## src/rtl/tsx_pkg.sv

```systemverilog
`timescale 1ns/1ps
package tsx_pkg;

    localparam int NIF = 2;

    typedef enum logic {
        FR_HUNT = 1'b0,
        FR_RUN  = 1'b1
    } fr_state_t;

    typedef enum logic [1:0] {
        CH_OFF   = 2'd0,
        CH_WAIT  = 2'd1,
        CH_SHIFT = 2'd2
    } ch_state_t;

    typedef struct packed {
        logic dst_if;
        logic src_if;
        logic en;
    } ch_cfg_t;

    localparam logic [1:0] FLD_CFG  = 2'd0;
    localparam logic [1:0] FLD_SRC  = 2'd1;
    localparam logic [1:0] FLD_DST  = 2'd2;
    localparam logic [1:0] FLD_DATA = 2'd3;

endpackage

```

## src/rtl/tsx_framer.sv

```systemverilog
`timescale 1ns/1ps
module tsx_framer
    import tsx_pkg::*;
#(
    parameter  int SLOTS  = 32,
    parameter  int DW     = 8,
    localparam int SLOT_W = $clog2(SLOTS),
    localparam int BIT_W  = $clog2(DW)
) (
    input  logic              clk,
    input  logic              rst_n,
    input  logic              bclk,
    input  logic              fsync,
    input  logic [NIF-1:0]    rxd,
    output logic              rise_p,
    output logic              fall_p,
    output logic              frame_p,
    output logic              running,
    output logic [NIF-1:0]    rxd_s,
    output logic [SLOT_W-1:0] cur_slot,
    output logic [BIT_W-1:0]  cur_bit
);

    localparam logic [SLOT_W-1:0] LAST_SLOT = SLOT_W'(SLOTS - 1);
    localparam logic [BIT_W-1:0]  LAST_BIT  = BIT_W'(DW - 1);

    logic bclk_s, bclk_d, fs_s, fs_d;
    fr_state_t state_q, state_d;

    always_ff @(posedge clk) begin
        if (!rst_n) begin
            bclk_s <= 1'b0;
            bclk_d <= 1'b0;
            fs_s   <= 1'b0;
            fs_d   <= 1'b0;
            rxd_s  <= '0;
        end else begin
            bclk_s <= bclk;
            bclk_d <= bclk_s;
            fs_s   <= fsync;
            fs_d   <= fs_s;
            rxd_s  <= rxd;
        end
    end

    assign rise_p  = bclk_s & ~bclk_d;
    assign fall_p  = ~bclk_s & bclk_d;
    assign frame_p = fs_s & ~fs_d;

    always_comb begin
        state_d = state_q;
        unique case (state_q)
            FR_HUNT: if (frame_p) state_d = FR_RUN;
            FR_RUN:  state_d = FR_RUN;
        endcase
    end

    always_ff @(posedge clk) begin
        if (!rst_n) state_q <= FR_HUNT;
        else        state_q <= state_d;
    end

    always_ff @(posedge clk) begin
        if (!rst_n) begin
            cur_slot <= '0;
            cur_bit  <= '0;
        end else if (frame_p) begin
            cur_slot <= '0;
            cur_bit  <= '0;
        end else if (state_q == FR_RUN && fall_p) begin
            if (cur_bit == LAST_BIT) begin
                cur_bit  <= '0;
                cur_slot <= (cur_slot == LAST_SLOT) ? '0 : cur_slot + 1'b1;
            end else begin
                cur_bit <= cur_bit + 1'b1;
            end
        end
    end

    assign running = (state_q == FR_RUN);

endmodule

```

## src/rtl/tsx_regs.sv

```systemverilog
`timescale 1ns/1ps
module tsx_regs
    import tsx_pkg::*;
#(
    parameter  int NCH    = 2,
    parameter  int DW     = 8,
    parameter  int SLOT_W = 5,
    localparam int ADDR_W = $clog2(NCH) + 2,
    localparam int CH_W   = ADDR_W - 2
) (
    input  logic                         clk,
    input  logic                         rst_n,
    input  logic                         wr,
    input  logic [ADDR_W-1:0]            addr,
    input  logic [DW-1:0]                wdata,
    input  logic [NCH-1:0][DW-1:0]       data_q,
    output ch_cfg_t [NCH-1:0]            cfg,
    output logic [NCH-1:0][SLOT_W-1:0]   src_slot,
    output logic [NCH-1:0][SLOT_W-1:0]   dst_slot,
    output logic [NCH-1:0]               data_wr,
    output logic [DW-1:0]                rdata
);

    logic [CH_W-1:0] a_ch;
    logic [1:0]      a_fld;

    assign a_ch  = addr[ADDR_W-1:2];
    assign a_fld = addr[1:0];

    always_ff @(posedge clk) begin
        if (!rst_n) begin
            cfg      <= '0;
            src_slot <= '0;
            dst_slot <= '0;
        end else if (wr) begin
            for (int c = 0; c < NCH; c++) begin
                if (a_ch == CH_W'(c)) begin
                    unique case (a_fld)
                        FLD_CFG:  cfg[c]      <= ch_cfg_t'(wdata[2:0]);
                        FLD_SRC:  src_slot[c] <= wdata[SLOT_W-1:0];
                        FLD_DST:  dst_slot[c] <= wdata[SLOT_W-1:0];
                        FLD_DATA: ;
                    endcase
                end
            end
        end
    end

    always_comb begin
        data_wr = '0;
        rdata   = '0;
        for (int c = 0; c < NCH; c++) begin
            if (a_ch == CH_W'(c)) begin
                data_wr[c] = wr && (a_fld == FLD_DATA);
                unique case (a_fld)
                    FLD_CFG:  rdata = DW'(cfg[c]);
                    FLD_SRC:  rdata = DW'(src_slot[c]);
                    FLD_DST:  rdata = DW'(dst_slot[c]);
                    FLD_DATA: rdata = data_q[c];
                endcase
            end
        end
    end

endmodule

```

## src/rtl/tsx_channel.sv

```systemverilog
`timescale 1ns/1ps
module tsx_channel
    import tsx_pkg::*;
#(
    parameter int DW     = 8,
    parameter int SLOT_W = 5,
    parameter int BIT_W  = 3
) (
    input  logic              clk,
    input  logic              rst_n,
    input  logic              running,
    input  logic              fall_p,
    input  logic              frame_p,
    input  logic [NIF-1:0]    rxd_s,
    input  logic [SLOT_W-1:0] cur_slot,
    input  logic [BIT_W-1:0]  cur_bit,
    input  ch_cfg_t           cfg,
    input  logic [SLOT_W-1:0] src_slot,
    input  logic              data_wr,
    input  logic [DW-1:0]     wdata,
    output logic [DW-1:0]     data_q,
    output logic [DW-1:0]     hold_q,
    output ch_state_t         state
);

    localparam logic [BIT_W-1:0] LAST_BIT = BIT_W'(DW - 1);

    ch_state_t st_q, st_d;
    logic [DW-1:0] sh_q;
    logic wrote_q;
    logic rx_bit, first_hit, last_hit, shift_en, done;

    assign rx_bit    = rxd_s[cfg.src_if];
    assign first_hit = (cur_slot == src_slot) && (cur_bit == '0);
    assign last_hit  = (cur_bit == LAST_BIT);

    always_comb begin
        st_d = st_q;
        unique case (st_q)
            CH_OFF:   if (cfg.en && running) st_d = CH_WAIT;
            CH_WAIT:  if (!cfg.en) st_d = CH_OFF;
                      else if (fall_p && first_hit && !frame_p) st_d = CH_SHIFT;
            CH_SHIFT: if (!cfg.en) st_d = CH_OFF;
                      else if (frame_p) st_d = CH_WAIT;
                      else if (fall_p && last_hit) st_d = CH_WAIT;
            default:  st_d = CH_OFF;
        endcase
    end

    always_ff @(posedge clk) begin
        if (!rst_n) st_q <= CH_OFF;
        else        st_q <= st_d;
    end

    assign shift_en = cfg.en && fall_p && !frame_p &&
                      ((st_q == CH_WAIT && first_hit) || st_q == CH_SHIFT);
    assign done     = cfg.en && fall_p && !frame_p && last_hit && (st_q == CH_SHIFT);

    always_ff @(posedge clk) begin
        if (!rst_n) begin
            sh_q    <= '0;
            data_q  <= '0;
            hold_q  <= '0;
            wrote_q <= 1'b0;
        end else begin
            if (shift_en)
                sh_q <= {sh_q[DW-2:0], rx_bit};
            if (data_wr)
                data_q <= wdata;
            else if (done && !wrote_q)
                data_q <= {sh_q[DW-2:0], rx_bit};
            if (data_wr)
                wrote_q <= 1'b1;
            else if (frame_p)
                wrote_q <= 1'b0;
            if (frame_p)
                hold_q <= data_q;
        end
    end

    assign state = st_q;

endmodule

```

## src/rtl/tsx_txmux.sv

```systemverilog
`timescale 1ns/1ps
module tsx_txmux
    import tsx_pkg::*;
#(
    parameter int NCH    = 2,
    parameter int DW     = 8,
    parameter int SLOT_W = 5,
    parameter int BIT_W  = 3
) (
    input  logic                       clk,
    input  logic                       rst_n,
    input  logic                       rise_p,
    input  logic                       running,
    input  logic [SLOT_W-1:0]          cur_slot,
    input  logic [BIT_W-1:0]           cur_bit,
    input  ch_cfg_t [NCH-1:0]          cfg,
    input  logic [NCH-1:0][SLOT_W-1:0] dst_slot,
    input  logic [NCH-1:0][DW-1:0]     hold,
    output logic [NIF-1:0]             txd,
    output logic [NIF-1:0]             txen
);

    localparam logic [BIT_W-1:0] LAST_BIT = BIT_W'(DW - 1);

    logic [NIF-1:0] hit_v, bit_v;
    logic [BIT_W-1:0] sel_bit;

    assign sel_bit = LAST_BIT - cur_bit;

    always_comb begin
        hit_v = '0;
        bit_v = '0;
        for (int i = 0; i < NIF; i++) begin
            for (int c = NCH - 1; c >= 0; c--) begin
                if (cfg[c].en && (int'(cfg[c].dst_if) == i) && (dst_slot[c] == cur_slot)) begin
                    hit_v[i] = 1'b1;
                    bit_v[i] = hold[c][sel_bit];
                end
            end
        end
    end

    always_ff @(posedge clk) begin
        if (!rst_n) begin
            txd  <= '0;
            txen <= '0;
        end else if (rise_p) begin
            txen <= running ? hit_v : '0;
            txd  <= running ? (hit_v & bit_v) : '0;
        end
    end

endmodule

```

## src/rtl/tsx_transfer.sv

```systemverilog
`timescale 1ns/1ps
module tsx_transfer
    import tsx_pkg::*;
#(
    parameter  int NCH    = 2,
    parameter  int SLOTS  = 32,
    parameter  int DW     = 8,
    localparam int ADDR_W = $clog2(NCH) + 2
) (
    input  logic              clk,
    input  logic              rst_n,
    input  logic              tdm_bclk,
    input  logic              tdm_fsync,
    input  logic              pcm_rxd,
    input  logic              sys_rxd,
    output logic              pcm_txd,
    output logic              pcm_txen,
    output logic              sys_txd,
    output logic              sys_txen,
    input  logic              hst_wr,
    input  logic [ADDR_W-1:0] hst_addr,
    input  logic [DW-1:0]     hst_wdata,
    output logic [DW-1:0]     hst_rdata
);

    localparam int SLOT_W = $clog2(SLOTS);
    localparam int BIT_W  = $clog2(DW);

    logic rise_p, fall_p, frame_p, running;
    logic [NIF-1:0] rxd_s, txd, txen;
    logic [SLOT_W-1:0] cur_slot;
    logic [BIT_W-1:0]  cur_bit;

    ch_cfg_t [NCH-1:0]          cfg;
    logic [NCH-1:0][SLOT_W-1:0] src_slot, dst_slot;
    logic [NCH-1:0][DW-1:0]     data_q, hold_q;
    logic [NCH-1:0]             data_wr;
    ch_state_t [NCH-1:0]        ch_st;

    tsx_framer #(.SLOTS(SLOTS), .DW(DW)) u_framer (
        .clk      (clk),
        .rst_n    (rst_n),
        .bclk     (tdm_bclk),
        .fsync    (tdm_fsync),
        .rxd      ({sys_rxd, pcm_rxd}),
        .rise_p   (rise_p),
        .fall_p   (fall_p),
        .frame_p  (frame_p),
        .running  (running),
        .rxd_s    (rxd_s),
        .cur_slot (cur_slot),
        .cur_bit  (cur_bit)
    );

    tsx_regs #(.NCH(NCH), .DW(DW), .SLOT_W(SLOT_W)) u_regs (
        .clk      (clk),
        .rst_n    (rst_n),
        .wr       (hst_wr),
        .addr     (hst_addr),
        .wdata    (hst_wdata),
        .data_q   (data_q),
        .cfg      (cfg),
        .src_slot (src_slot),
        .dst_slot (dst_slot),
        .data_wr  (data_wr),
        .rdata    (hst_rdata)
    );

    for (genvar c = 0; c < NCH; c++) begin : g_ch
        tsx_channel #(.DW(DW), .SLOT_W(SLOT_W), .BIT_W(BIT_W)) u_ch (
            .clk      (clk),
            .rst_n    (rst_n),
            .running  (running),
            .fall_p   (fall_p),
            .frame_p  (frame_p),
            .rxd_s    (rxd_s),
            .cur_slot (cur_slot),
            .cur_bit  (cur_bit),
            .cfg      (cfg[c]),
            .src_slot (src_slot[c]),
            .data_wr  (data_wr[c]),
            .wdata    (hst_wdata),
            .data_q   (data_q[c]),
            .hold_q   (hold_q[c]),
            .state    (ch_st[c])
        );
    end

    tsx_txmux #(.NCH(NCH), .DW(DW), .SLOT_W(SLOT_W), .BIT_W(BIT_W)) u_txmux (
        .clk      (clk),
        .rst_n    (rst_n),
        .rise_p   (rise_p),
        .running  (running),
        .cur_slot (cur_slot),
        .cur_bit  (cur_bit),
        .cfg      (cfg),
        .dst_slot (dst_slot),
        .hold     (hold_q),
        .txd      (txd),
        .txen     (txen)
    );

    assign pcm_txd  = txd[0];
    assign pcm_txen = txen[0];
    assign sys_txd  = txd[1];
    assign sys_txen = txen[1];

endmodule

```

## config.mk

```make
export PLATFORM = sky130hd
export DESIGN_NAME = tsx_transfer
export DESIGN_NICKNAME = d
export VERILOG_FILES = /design/src/rtl/tsx_pkg.sv /design/src/rtl/tsx_framer.sv /design/src/rtl/tsx_regs.sv /design/src/rtl/tsx_channel.sv /design/src/rtl/tsx_txmux.sv /design/src/rtl/tsx_transfer.sv
export SDC_FILE = /design/constraint.sdc
export NUM_CORES = 1
export LEC_CHECK = 0
export ABC_AREA = 1
export BUFFER_PORTS_ARGS = -buffer_cell sky130_fd_sc_hd__buf_2
export CORE_MARGIN = 2
export CORE_UTILIZATION = 50
export DETAILED_ROUTE_END_ITERATION = 7
export MAX_ROUTING_LAYER = met4
export PLACE_DENSITY = 0.79
export SETUP_SLACK_MARGIN = 0.2
export SLEW_MARGIN = 20
export SYNTH_ARGS = -nofsm -noshare
export SYNTH_HDL_FRONTEND = slang
export SYNTH_SLANG_ARGS = --single-unit
```

## constraint.sdc

```tcl
create_clock -name clk -period 1.8 [get_ports clk]
set_input_delay 0 -clock clk [delete_from_list [all_inputs] [get_ports clk]]
set_output_delay 0 -clock clk [all_outputs]
set_load 0.005 [all_outputs]
```

==> report_table.html <==
<table>
<tr><th>Metric</th><th>Value</th></tr>
<tr><th colspan="2">Run status</th></tr>
<tr><td>Result of the run</td><td>finished, final reports clean</td></tr>
<tr><th colspan="2">Floorplan</th></tr>
<tr><td>Row count</td><td>35</td></tr>
<tr><td>Core Area</td><td>~0.0093 mm^2</td></tr>
<tr><td>Initial standard-cell utilization of the core</td><td>0.520</td></tr>
<tr><td>Die area</td><td>0.0104 mm^2</td></tr>
<tr><td>Width of the chip</td><td>102 um</td></tr>
<tr><td>Number of ports placed on the die boundary</td><td>30</td></tr>
<tr><td>Die Y-Extent</td><td>102 um</td></tr>
<tr><th colspan="2">Logic synthesis</th></tr>
<tr><td>Post-synthesis sequential element count</td><td>97</td></tr>
<tr><td>Synthesized area divided by synthesized cell count</td><td>slightly above 7 um^2</td></tr>
<tr><td>Predominant post-synthesis flop cell</td><td>sky130_fd_sc_hd__dfxtp_1</td></tr>
<tr><td>Number of warnings issued by yosys</td><td>0</td></tr>
<tr><td>Cells after synthesis</td><td>685</td></tr>
<tr><td>Register area share after synthesis</td><td>0.403</td></tr>
<tr><td>Number of nets produced by synthesis</td><td>708</td></tr>
<tr><td>Post-Synthesis Cell Area</td><td>0.00482 mm^2</td></tr>
<tr><td>EDFF count, synth</td><td>0</td></tr>
<tr><td>Async set or reset register ratio after synthesis</td><td>0</td></tr>
<tr><td>Number of distinct library cell variants in the gate-level netlist after synthesis</td><td>between 40 and 50</td></tr>
<tr><th colspan="2">Critical path</th></tr>
<tr><td>Endpoint arrival time on the critical path</td><td>1.89 ns</td></tr>
<tr><td>Nature of the critical path startpoint</td><td>flop</td></tr>
<tr><td>Worst Setup Path Type</td><td>reg2reg</td></tr>
<tr><td>Crit. End Element</td><td>flop</td></tr>
<tr><td>Highest net fanout along the worst path</td><td>8</td></tr>
<tr><td>Required time at the endpoint of the critical path</td><td>2.07 ns</td></tr>
<tr><th colspan="2">Layout</th></tr>
<tr><td>Area of combinational cells with multiple inputs</td><td>0.00265 mm^2</td></tr>
<tr><td>FILL cells</td><td>813</td></tr>
<tr><td>Sequential cell area</td><td>0.00196 mm^2</td></tr>
<tr><td>Ratio of cells with drive above 1 in the final layout</td><td>0.199</td></tr>
<tr><td>Antenna cell count</td><td>0</td></tr>
<tr><td>Synthesis-to-finish area growth</td><td>20.9%</td></tr>
<tr><td>Post-layout nets</td><td>770</td></tr>
<tr><th colspan="2">Pwr</th></tr>
<tr><td>Part of the power in the clock network</td><td>0.316</td></tr>
<tr><td>Sw Ratio</td><td>0.313</td></tr>
<tr><td>Pwr dens</td><td>roughly 770 mW/mm^2</td></tr>
<tr><td>Internal power of the cells</td><td>3090 uW</td></tr>
<tr><td>Leakage power total</td><td>0.00239 uW</td></tr>
<tr><td>Switching power total</td><td>~1400 uW</td></tr>
<tr><td>Max IR drop VDD</td><td>0.608 mV</td></tr>
<tr><td>Proportion of power drawn by flip-flops and latches</td><td>0.510</td></tr>
<tr><td>Power share of the combinational group</td><td>0.173</td></tr>
<tr><th colspan="2">STA</th></tr>
<tr><td>Setup violators final</td><td>0</td></tr>
<tr><td>Slew Limit Fails</td><td>0</td></tr>
<tr><td>Max Clock Skew</td><td>0.0129 ns</td></tr>
<tr><td>Unrepaired setup endpoints after global routing</td><td>yes</td></tr>
<tr><td>Shortest clock period the worst path allows after layout</td><td>between 1.5 and 2 ns</td></tr>
<tr><td>Worst slew slack as a fraction of its limit</td><td>0.731</td></tr>
<tr><td>Count of endpoints failing hold in the final timing report</td><td>0</td></tr>
<tr><td>Maximum achievable frequency</td><td>between 0.6 and 0.7 GHz</td></tr>
<tr><td>Actual slew at the worst max-slew pin</td><td>0.402 ns</td></tr>
<tr><td>Crit share post-route</td><td>0.903</td></tr>
<tr><td>Final sum of negative setup slack</td><td>0 ns</td></tr>
<tr><td>Post-route setup slack</td><td>between 0.15 and 0.2 ns</td></tr>
<tr><th colspan="2">Routing</th></tr>
<tr><td>Post-route DRC</td><td>0</td></tr>
<tr><td>Total iterations of the first detailed-routing run</td><td>6</td></tr>
<tr><td>Total vias in the final route</td><td>4,879</td></tr>
<tr><td>Count of antenna-violating nets left after detailed routing</td><td>0</td></tr>
<tr><td>Detailed-route vias per instance</td><td>approximately 5.5</td></tr>
<tr><td>Sum of routed wire length over all layers</td><td>between 10,000 and 15,000 um</td></tr>
<tr><td>WL per Instance</td><td>16.1 um</td></tr>
<tr><td>Count of routing violations after the opening detailed-route iteration</td><td>327</td></tr>
<tr><th colspan="2">Clock network</th></tr>
<tr><td>Deepest level of the CTS H-tree</td><td>3</td></tr>
<tr><td>Clock root buffer master</td><td>sky130_fd_sc_hd__clkbuf_8</td></tr>
<tr><td>Total CTS buffers</td><td>9</td></tr>
<tr><td>Clock insertion delay at the later pin of the skew report</td><td>approximately 0.37 ns</td></tr>
<tr><td>Max clock buf depth</td><td>2</td></tr>
<tr><td>Sink count of the clock tree</td><td>97</td></tr>
<tr><td>CTS tree</td><td>yes</td></tr>
<tr><td>Clock-pin transition on the worst setup and hold timing paths</td><td>0.10 ns</td></tr>
<tr><th colspan="2">Worst hold path</th></tr>
<tr><td>Min-Delay Path Class</td><td>in2reg</td></tr>
<tr><th colspan="2">Global routing</th></tr>
<tr><td>GRT Total Usage</td><td>0.283</td></tr>
<tr><td>First-pass GRT wire length</td><td>22,000 um</td></tr>
<tr><td>Largest net degree at the start of global routing</td><td>70</td></tr>
<tr><td>Initial antenna violation count</td><td>0</td></tr>
<tr><td>Vias in the first global route</td><td>4,440</td></tr>
<tr><td>Overall overflow remaining after global route</td><td>0</td></tr>
<tr><th colspan="2">Place</th></tr>
<tr><td>Quantity of I/O buffers inserted on ports</td><td>29</td></tr>
<tr><td>GPL Wtd Cong</td><td>between 0.9 and 1</td></tr>
<tr><td>Pre-CTS setup slack</td><td>0.0181 ns</td></tr>
<tr><td>Post-DP HPWL</td><td>9940 um</td></tr>
<tr><th colspan="2">Flow run</th></tr>
<tr><td>Max cap viols</td><td>0</td></tr>
</table>
-- final timing paths --
| path | slack [ns] | end | start | depth (start not counted) |
|---|---|---|---|---|
| min | 0.19 | g_ch[0].u_ch.data_q[1] | hst_wr | 5 |
| max reg2reg | 0.17 | g_ch[1].u_ch.data_q[0] | u_framer.cur_bit[0] | 8 |
| max | 0.17 | g_ch[1].u_ch.data_q[0] | u_framer.cur_bit[0] | 8 |
| min reg2reg | 0.44 | u_framer.fs_d | u_framer.fs_s | 2 |
-- worst max-delay path: stages, from the launching register on --
cell and delay [ns]:
sky130_fd_sc_hd__dfxtp_4 0.38, sky130_fd_sc_hd__ha_4 0.17, sky130_fd_sc_hd__ha_4 0.16, sky130_fd_sc_hd__buf_4 0.14, sky130_fd_sc_hd__nand4_4 0.12, sky130_fd_sc_hd__nand2_4 0.09
sky130_fd_sc_hd__clkbuf_4 0.19, sky130_fd_sc_hd__o21ai_1 0.21, sky130_fd_sc_hd__nor2_1 0.06
-- cell usage in the layout, fill, tap and decap left out, drive strengths merged --
master,n
nand3,30
dfxtp,97
nand2,151
a31oi,11
xnor2,2
xor2,3
clkinv,4
nand4,6
nor3b,1
clkinvlp,1
or2,2
a21oi,64
o21a,1
a221oi,10
ha,5
nor2,101
buf,53
mux2i,1
inv,80
dlygate4sd3,15
o22ai,3
o211ai,3
o21ai,79
a211oi,1
nor3,16
clkbuf,12
-- layer usage --
layer | routed length [um] | vias up | global-route usage
li1 | - | 2388 | -
met1 | 6040 | 2239 | 0.371
met5 | 0 | - | -
met2 | 6530 | 212 | 0.435
met3 | 1100 | 40 | 0.0492
met4 | 473 | 0 | 0.112
-- power by group through the flow --
stage                     registers [uW]  clock network [uW]  logic [uW]
after floorplan                     2320                   0         462
after global placement              2340                   0         606
after detailed placement            2340                   0         626
after CTS                           2290                1430         669
after global routing                2300                1530         842
final                               2290                1420         780
-- metrics by stage --
stage               hold WS, ns  total power, uW  cell area, um^2  instances   util
floorplan                0.0976             2780             4830        685      -
global placement          0.186             2950             5150        839  0.555
detailed placement        0.184             2970             5150        839  0.555
CTS                       0.185             4400             5600        874  0.603
global route              0.205             4670             5830        881  0.628
finish                    0.189             4500             5830        881  0.628
-- cell families after synthesis --
group,count (synthesis),synth area share
XOR/XNOR,5,0.00908
adder cells (fa/ha/maj),5,0.0130
AND/OR/NAND/NOR,305,0.283
buffers and inverters,100,0.0900
multiplexers,1,0.00208
AO/OA/AOI/OAI,172,0.201
flip-flops,97,0.403
-- sequential cells by signal, indices dropped and copies added (netlist names), 2 cells and up --
signal	count
u_framer.rxd_s	2
g_ch.u_ch.state	4
g_ch.u_ch.data_q	16
u_txmux.txen	2
g_ch.u_ch.wrote_q	2
u_regs.dst_slot	10
g_ch.u_ch.sh_q	14
u_framer.cur_bit	3
u_regs.src_slot	10
u_txmux.txd	2
u_framer.cur_slot	5
g_ch.u_ch.hold_q	16
u_regs.cfg	6
-- synthesized netlist by cell type (2+ instances only) --
| library cell | count | area [um^2] |
|---|---|---|
| sky130_fd_sc_hd__nand2_2 | 5 | 31.3 |
| sky130_fd_sc_hd__nand4_1 | 5 | 31.3 |
| sky130_fd_sc_hd__clkbuf_1 | 10 | 37.5 |
| sky130_fd_sc_hd__nor2_2 | 3 | 18.8 |
| sky130_fd_sc_hd__xor2_1 | 3 | 26.3 |
| sky130_fd_sc_hd__buf_2 | 3 | 15.0 |
| sky130_fd_sc_hd__nor3_1 | 15 | 75.1 |
| sky130_fd_sc_hd__a21oi_1 | 60 | 300 |
| sky130_fd_sc_hd__o21ai_0 | 72 | 360 |
| sky130_fd_sc_hd__inv_1 | 69 | 259 |
| sky130_fd_sc_hd__o22ai_1 | 3 | 18.8 |
| sky130_fd_sc_hd__a21oi_2 | 4 | 35.0 |
| sky130_fd_sc_hd__xnor2_1 | 2 | 17.5 |
| sky130_fd_sc_hd__buf_6 | 3 | 33.8 |
| sky130_fd_sc_hd__nor2_8 | 2 | 40.0 |
| sky130_fd_sc_hd__dfxtp_1 | 97 | 1940 |
| sky130_fd_sc_hd__ha_1 | 5 | 62.6 |
| sky130_fd_sc_hd__nor2_1 | 91 | 342 |
| sky130_fd_sc_hd__o211ai_1 | 3 | 22.5 |
| sky130_fd_sc_hd__a31oi_1 | 9 | 56.3 |
| sky130_fd_sc_hd__a31oi_2 | 2 | 25.0 |
| sky130_fd_sc_hd__inv_2 | 7 | 26.3 |
| sky130_fd_sc_hd__or2_2 | 2 | 12.5 |
| sky130_fd_sc_hd__a221oi_1 | 10 | 87.6 |
| sky130_fd_sc_hd__nand3_1 | 29 | 145 |
| sky130_fd_sc_hd__nand2_4 | 2 | 22.5 |
| sky130_fd_sc_hd__nand2_1 | 141 | 529 |
| sky130_fd_sc_hd__o21ai_1 | 6 | 30.0 |
| sky130_fd_sc_hd__nor2_4 | 5 | 56.3 |
-- layout make-up --
| type | count | area share |
|---|---|---|
| Timing Repair Buffer | 70 | 0.0933 |
| Tap cell | 129 | 0.0277 |
| Sequential cell | 97 | 0.336 |
| Inverter | 79 | 0.0545 |
| Multi-Input combinational cell | 490 | 0.454 |
| Clock inverter | 6 | 0.0105 |
| Clock buffer | 10 | 0.0236 |
-- repair_timing --
item                                    in CTS  in global routing
buffers inserted                             3                  5
endpoints found under the setup margin      33                 41
cloned                                       1                  2
pin swaps                                    5                  8
hold buffers                                15                  0
gates resized for setup                     17                 48
endpoints found under the hold margin       30                  0
(Power assumes the default switching activity.)
